### src/rtl/fsq_pkg.sv
package fsq_pkg;
  localparam int SEQ_W = 3;

  typedef enum logic [1:0] {
    PIN_VSYNC = 2'd0,
    PIN_FRAME = 2'd1,
    PIN_SEQ   = 2'd2,
    PIN_NONE  = 2'd3
  } pin_mode_e;

  // Mask that folds the counter onto the sequence length of a standard.
  function automatic logic [SEQ_W-1:0] seq_mask(input logic std_50);
    return std_50 ? 3'd7 : 3'd3;
  endfunction

  // Next counter value after a field strobe.
  function automatic logic [SEQ_W-1:0] seq_next(input logic [SEQ_W-1:0] cur,
                                                input logic std_50);
    return (cur + 3'd1) & seq_mask(std_50);
  endfunction

  // Level on the pin for a given active indication and polarity.
  function automatic logic pin_level(input logic active, input logic inv);
    return active ^ inv;
  endfunction
endpackage

### src/rtl/fsq_field_tracker.sv
module fsq_field_tracker
  import fsq_pkg::*;
(
  input  logic             clk,
  input  logic             rst,
  input  logic             step,
  input  logic             even_field,
  input  logic             std_50,
  output logic [SEQ_W-1:0] seq_q,
  output logic             par_q
);
  always_ff @(posedge clk) begin
    if (rst) begin
      seq_q <= '0;
      par_q <= 1'b0;
    end else if (step) begin
      seq_q <= seq_next(seq_q, std_50);
      par_q <= even_field;
    end
  end
endmodule

### src/rtl/fsq_vs_timer.sv
module fsq_vs_timer #(
  parameter int VS_LEN = 6
) (
  input  logic clk,
  input  logic rst,
  input  logic trig,
  output logic active
);
  localparam int VS_W = $clog2(VS_LEN + 1);
  logic [VS_W-1:0] rem_q;

  always_ff @(posedge clk) begin
    if (rst)                rem_q <= '0;
    else if (trig)          rem_q <= VS_W'(VS_LEN);
    else if (rem_q != '0)   rem_q <= rem_q - 1'b1;
  end

  assign active = (rem_q != '0);
endmodule

### src/rtl/fsq_pin_mux.sv
module fsq_pin_mux
  import fsq_pkg::*;
(
  input  logic [1:0] mode,
  input  logic       inv,
  input  logic       vs_act,
  input  logic       frame_act,
  input  logic       seq_act,
  output logic       pin
);
  logic act;
  always_comb begin
    unique case (pin_mode_e'(mode))
      PIN_VSYNC: act = vs_act;
      PIN_FRAME: act = frame_act;
      PIN_SEQ:   act = seq_act;
      default:   act = 1'b0;
    endcase
    pin = pin_level(act, inv);
  end
endmodule

### src/rtl/fsq_sync_gen.sv
module fsq_sync_gen
  import fsq_pkg::*;
#(
  parameter int VS_LEN = 6
) (
  input  logic       clk,
  input  logic       rst,
  input  logic       fld_strobe,
  input  logic       even_field,
  input  logic       std_50,
  input  logic [1:0] out_mode,
  input  logic       inv_pol,
  output logic       sync_out,
  output logic [2:0] seq_state
);
  // Named internal events, visible to the bound checker.
  logic             field_step;
  logic             vs_active;
  logic             frame_even;
  logic             seq_start;
  logic [SEQ_W-1:0] seq_q;

  assign field_step = fld_strobe & ~rst;

  fsq_field_tracker u_track (
    .clk(clk), .rst(rst), .step(field_step), .even_field(even_field),
    .std_50(std_50), .seq_q(seq_q), .par_q(frame_even)
  );

  fsq_vs_timer #(.VS_LEN(VS_LEN)) u_vs (
    .clk(clk), .rst(rst), .trig(field_step), .active(vs_active)
  );

  assign seq_start = (seq_q == '0);

  fsq_pin_mux u_mux (
    .mode(out_mode), .inv(inv_pol), .vs_act(vs_active),
    .frame_act(frame_even), .seq_act(seq_start), .pin(sync_out)
  );

  assign seq_state = seq_q;
endmodule

### config.mk
export PLATFORM = sky130hd
export DESIGN_NAME = fsq_sync_gen
export DESIGN_NICKNAME = d
export VERILOG_FILES = /design/src/rtl/fsq_pkg.sv /design/src/rtl/fsq_field_tracker.sv /design/src/rtl/fsq_vs_timer.sv /design/src/rtl/fsq_pin_mux.sv /design/src/rtl/fsq_sync_gen.sv
export SDC_FILE = /design/constraint.sdc
export NUM_CORES = 1
export LEC_CHECK = 0
export BUFFER_PORTS_ARGS = -buffer_cell sky130_fd_sc_hd__buf_2
export CAP_MARGIN = 20
export CORE_AREA = 4 4 41 43
export DETAILED_ROUTE_END_ITERATION = 7
export DIE_AREA = 0 0 45 47
export GPL_ROUTABILITY_DRIVEN = 0
export PLACE_DENSITY = 0.47
export SLEW_MARGIN = 20
export SYNTH_ARGS = -nofsm -noshare
export SYNTH_HDL_FRONTEND = slang
export SYNTH_SLANG_ARGS = --single-unit
### constraint.sdc
create_clock -name clk -period 4 [get_ports clk]
set_input_delay 0.4 -clock clk [delete_from_list [all_inputs] [get_ports clk]]
set_output_delay 0.4 -clock clk [all_outputs]
set_load 0.005 [all_outputs]
==> impl_results.md <==
- # diodes: 0
- HP Class: input port to flop
- # rows: 13
- Setup TNS: 0 ns
- Max_slew headroom: 0.840
- Max Root-Sink Buffers: 2
- Die width: around 45 um
- Crit path max fanout: 5
- Vias in the first global route: between 200 and 300
- Post-route cell area: 468 um^2
- Met1 Usage GRT: 0.0945
- Worst Skew: 0.0000893 ns
- Post-CTS setup buffer count: 0
- Core box area: ~1300 um^2
- Synthesized netlist cell count: 40
- Worst vdd ir: 174 uV
- Synth warn: 0
- Worst-path clk slew: 0.05 ns
- # H-tree levels: 1
- Gr busiest metal: met1
- Final Hold Vio Count: 0
- Final worst path period share: 0.515
- P&R area growth vs syn: 25.9%
- GRT Util Overall: 0.0683
- Vias/cell: 4.26
- Syn nets: 52
- Power Density: 373 nW/um^2
- Slew of the pin with the lowest slew margin: 0.238 ns
- RSZ-0062 raised after global routing: false
- Post-layout min period: 2.06 ns
- Routed Antenna Nets: 0
- Fillers: 139
- Num Clock Sinks: 7
- Share of cells above drive strength 1: 0.278
- First-pass DRT Iterations: 2
- Clock Latency Late Sink: approximately 0.24 ns
- Post-Syn Area: 372 um^2
- Synth Register Bits: 7
- Number of max-cap violations: 0
- IO Pins: 12
- Critical Path AT: 1.66 ns
- Worst EP required: 3.60 ns
- Die Area: 2120 um^2
- CTS Buf Count: 3
- Top cells by area, synth: dfxtp_1 38%, ha_1 13%, mux2i_1 8.1%
- GRT overflow: 0
- Cell taking the most area after synthesis: dfxtp_1
- Post-route DRC violation count: 0
- Routing usage on met3: 0.0230
- Met2 Use GR: 0.0932
- CTS root buf: clkbuf_4
- Syn Area/Cell: between 9 and 10 um^2
- Global-route wire length before repair: 1.01 mm
- Antenna violations before repair: 0
- # resized after CTS: 0
- Hold_buf cts: 0
- Final setup vio count: 0
- CP Launch Type: flop
- FMAX: between 400 and 500 MHz
- Initial Util: 0.286
- Status: finished clean
- Worst Setup End Kind: primary output
- Register area share after synthesis: 0.377
- Post-synth top area share: 0.377
- Leakage power: between 0.2 and 0.25 nW
- Nets: 67
- IO buf count: 11
- Placed inst area: approximately 440 um^2
- Die span in y: between 40 and 50 um
- Final slew viol count: 0
- Type of the worst setup path: flop to primary output
- Initial DRC Count: 6
- Per-cell routed wire length: ~10 um
- Largest net degree at the start of global routing: 8
- Detailed Route WL: 679 um
- CTS tree: yes
- Synth unique cells: 18
- Vias: 294
power by group:
part           switching [W]  internal [W]   total, W
clock network      0.0000239     0.0000379  0.0000619
logic              0.0000156     0.0000173  0.0000329
registers         0.00000449     0.0000753  0.0000798
total              0.0000440      0.000131   0.000175
state kept, by name, summed over array words and instances (netlist names):
register       flops
u_vs.rem_q         3
u_track.par_q      1
u_track.seq_q      3
critical path: stages, from the launching register on:
cell and delay (ns):
dfxtp_1 0.36, or2_2 0.14, inv_1 0.04, ha_1 0.23
nor2b_1 0.15, o31ai_1 0.22, xor2_1 0.16, buf_2 0.12
routing by layer:
| metal | up-vias | wire length, um |
|---|---|---|
| met2 | 10 | 274 |
| met4 | 0 | 0 |
| met5 | - | 0 |
| met1 | 123 | 331 |
| met3 | 0 | 73 |
| li1 | 161 | - |
worst paths after layout:
| path | startpoint | end | slack, ns | depth (start not counted) |
|---|---|---|---|---|
| max | u_vs.rem_q[0] | sync_out | 1.94 | 7 |
| min | even_field | u_track.par_q | 0.41 | 3 |
| max reg2reg | u_vs.rem_q[0] | u_vs.rem_q[1] | 2.59 | 5 |
| min reg2reg | u_track.seq_q[2] | u_track.seq_q[2] | 0.50 | 2 |
logic make-up after synthesis:
logic type | share of synthesized area
and+or+nand+nor | 0.185
AOI/OAI and AO/OA | 0.0909
adders and majority gates | 0.135
xor gates and xnor gates | 0.0707
buffers and inverters | 0.0606
muxes | 0.0808
DFF | 0.377
cells in the mapped netlist:
master	instances
nor2b_1	3
mux2i_1	3
ha_1	4
o21ai_0	2
a21oi_1	2
clkbuf_1	1
nand4b_1	1
dfxtp_1	7
or4_1	1
or2_2	1
xnor2_1	1
a31oi_1	1
inv_1	5
nor3_1	1
nor2_1	3
nand4bb_1	1
o31ai_1	1
xor2_1	2
cell type report:
cell class,instances,area (um^2),share of cell area
Timing Repair Buffer,11,55.1,0.118
Sequential cell,7,140,0.299
Tap cell,15,18.8,0.0401
Clock buffer,4,26.3,0.0561
Multi-Input combinational cell,27,209,0.447
Inverter,5,18.8,0.0401
cell usage in the layout, fill, tap and decap left out:
cell and instances:
clkbuf_4 3, a21oi_1 2, nor2b_1 3, o21ai_0 2, xnor2_1 1, or2_2 1, clkbuf_1 1, nor2_1 3
nor3_1 1, mux2i_1 3, inv_1 5, nand4b_1 1, a31oi_1 1, nand4bb_1 1, or4_1 1, buf_2 11
o31ai_1 1, dfxtp_1 7, xor2_1 2, ha_1 4
stage by stage:
step           setup WS, ns  cells  utilization  hold WS, ns  power (W)
2_1_floorplan          2.34     40            -        0.461   0.000102
3_3_place_gp           2.17     65        0.339        0.495   0.000115
3_5_place_dp           2.18     65        0.339        0.495   0.000115
4_1_cts                1.91     69        0.360        0.403   0.000178
5_1_grt                1.79     69        0.360        0.418   0.000184
6_report               1.94     69        0.360        0.411   0.000175
Note: power is estimated with default switching activity, not from simulation.
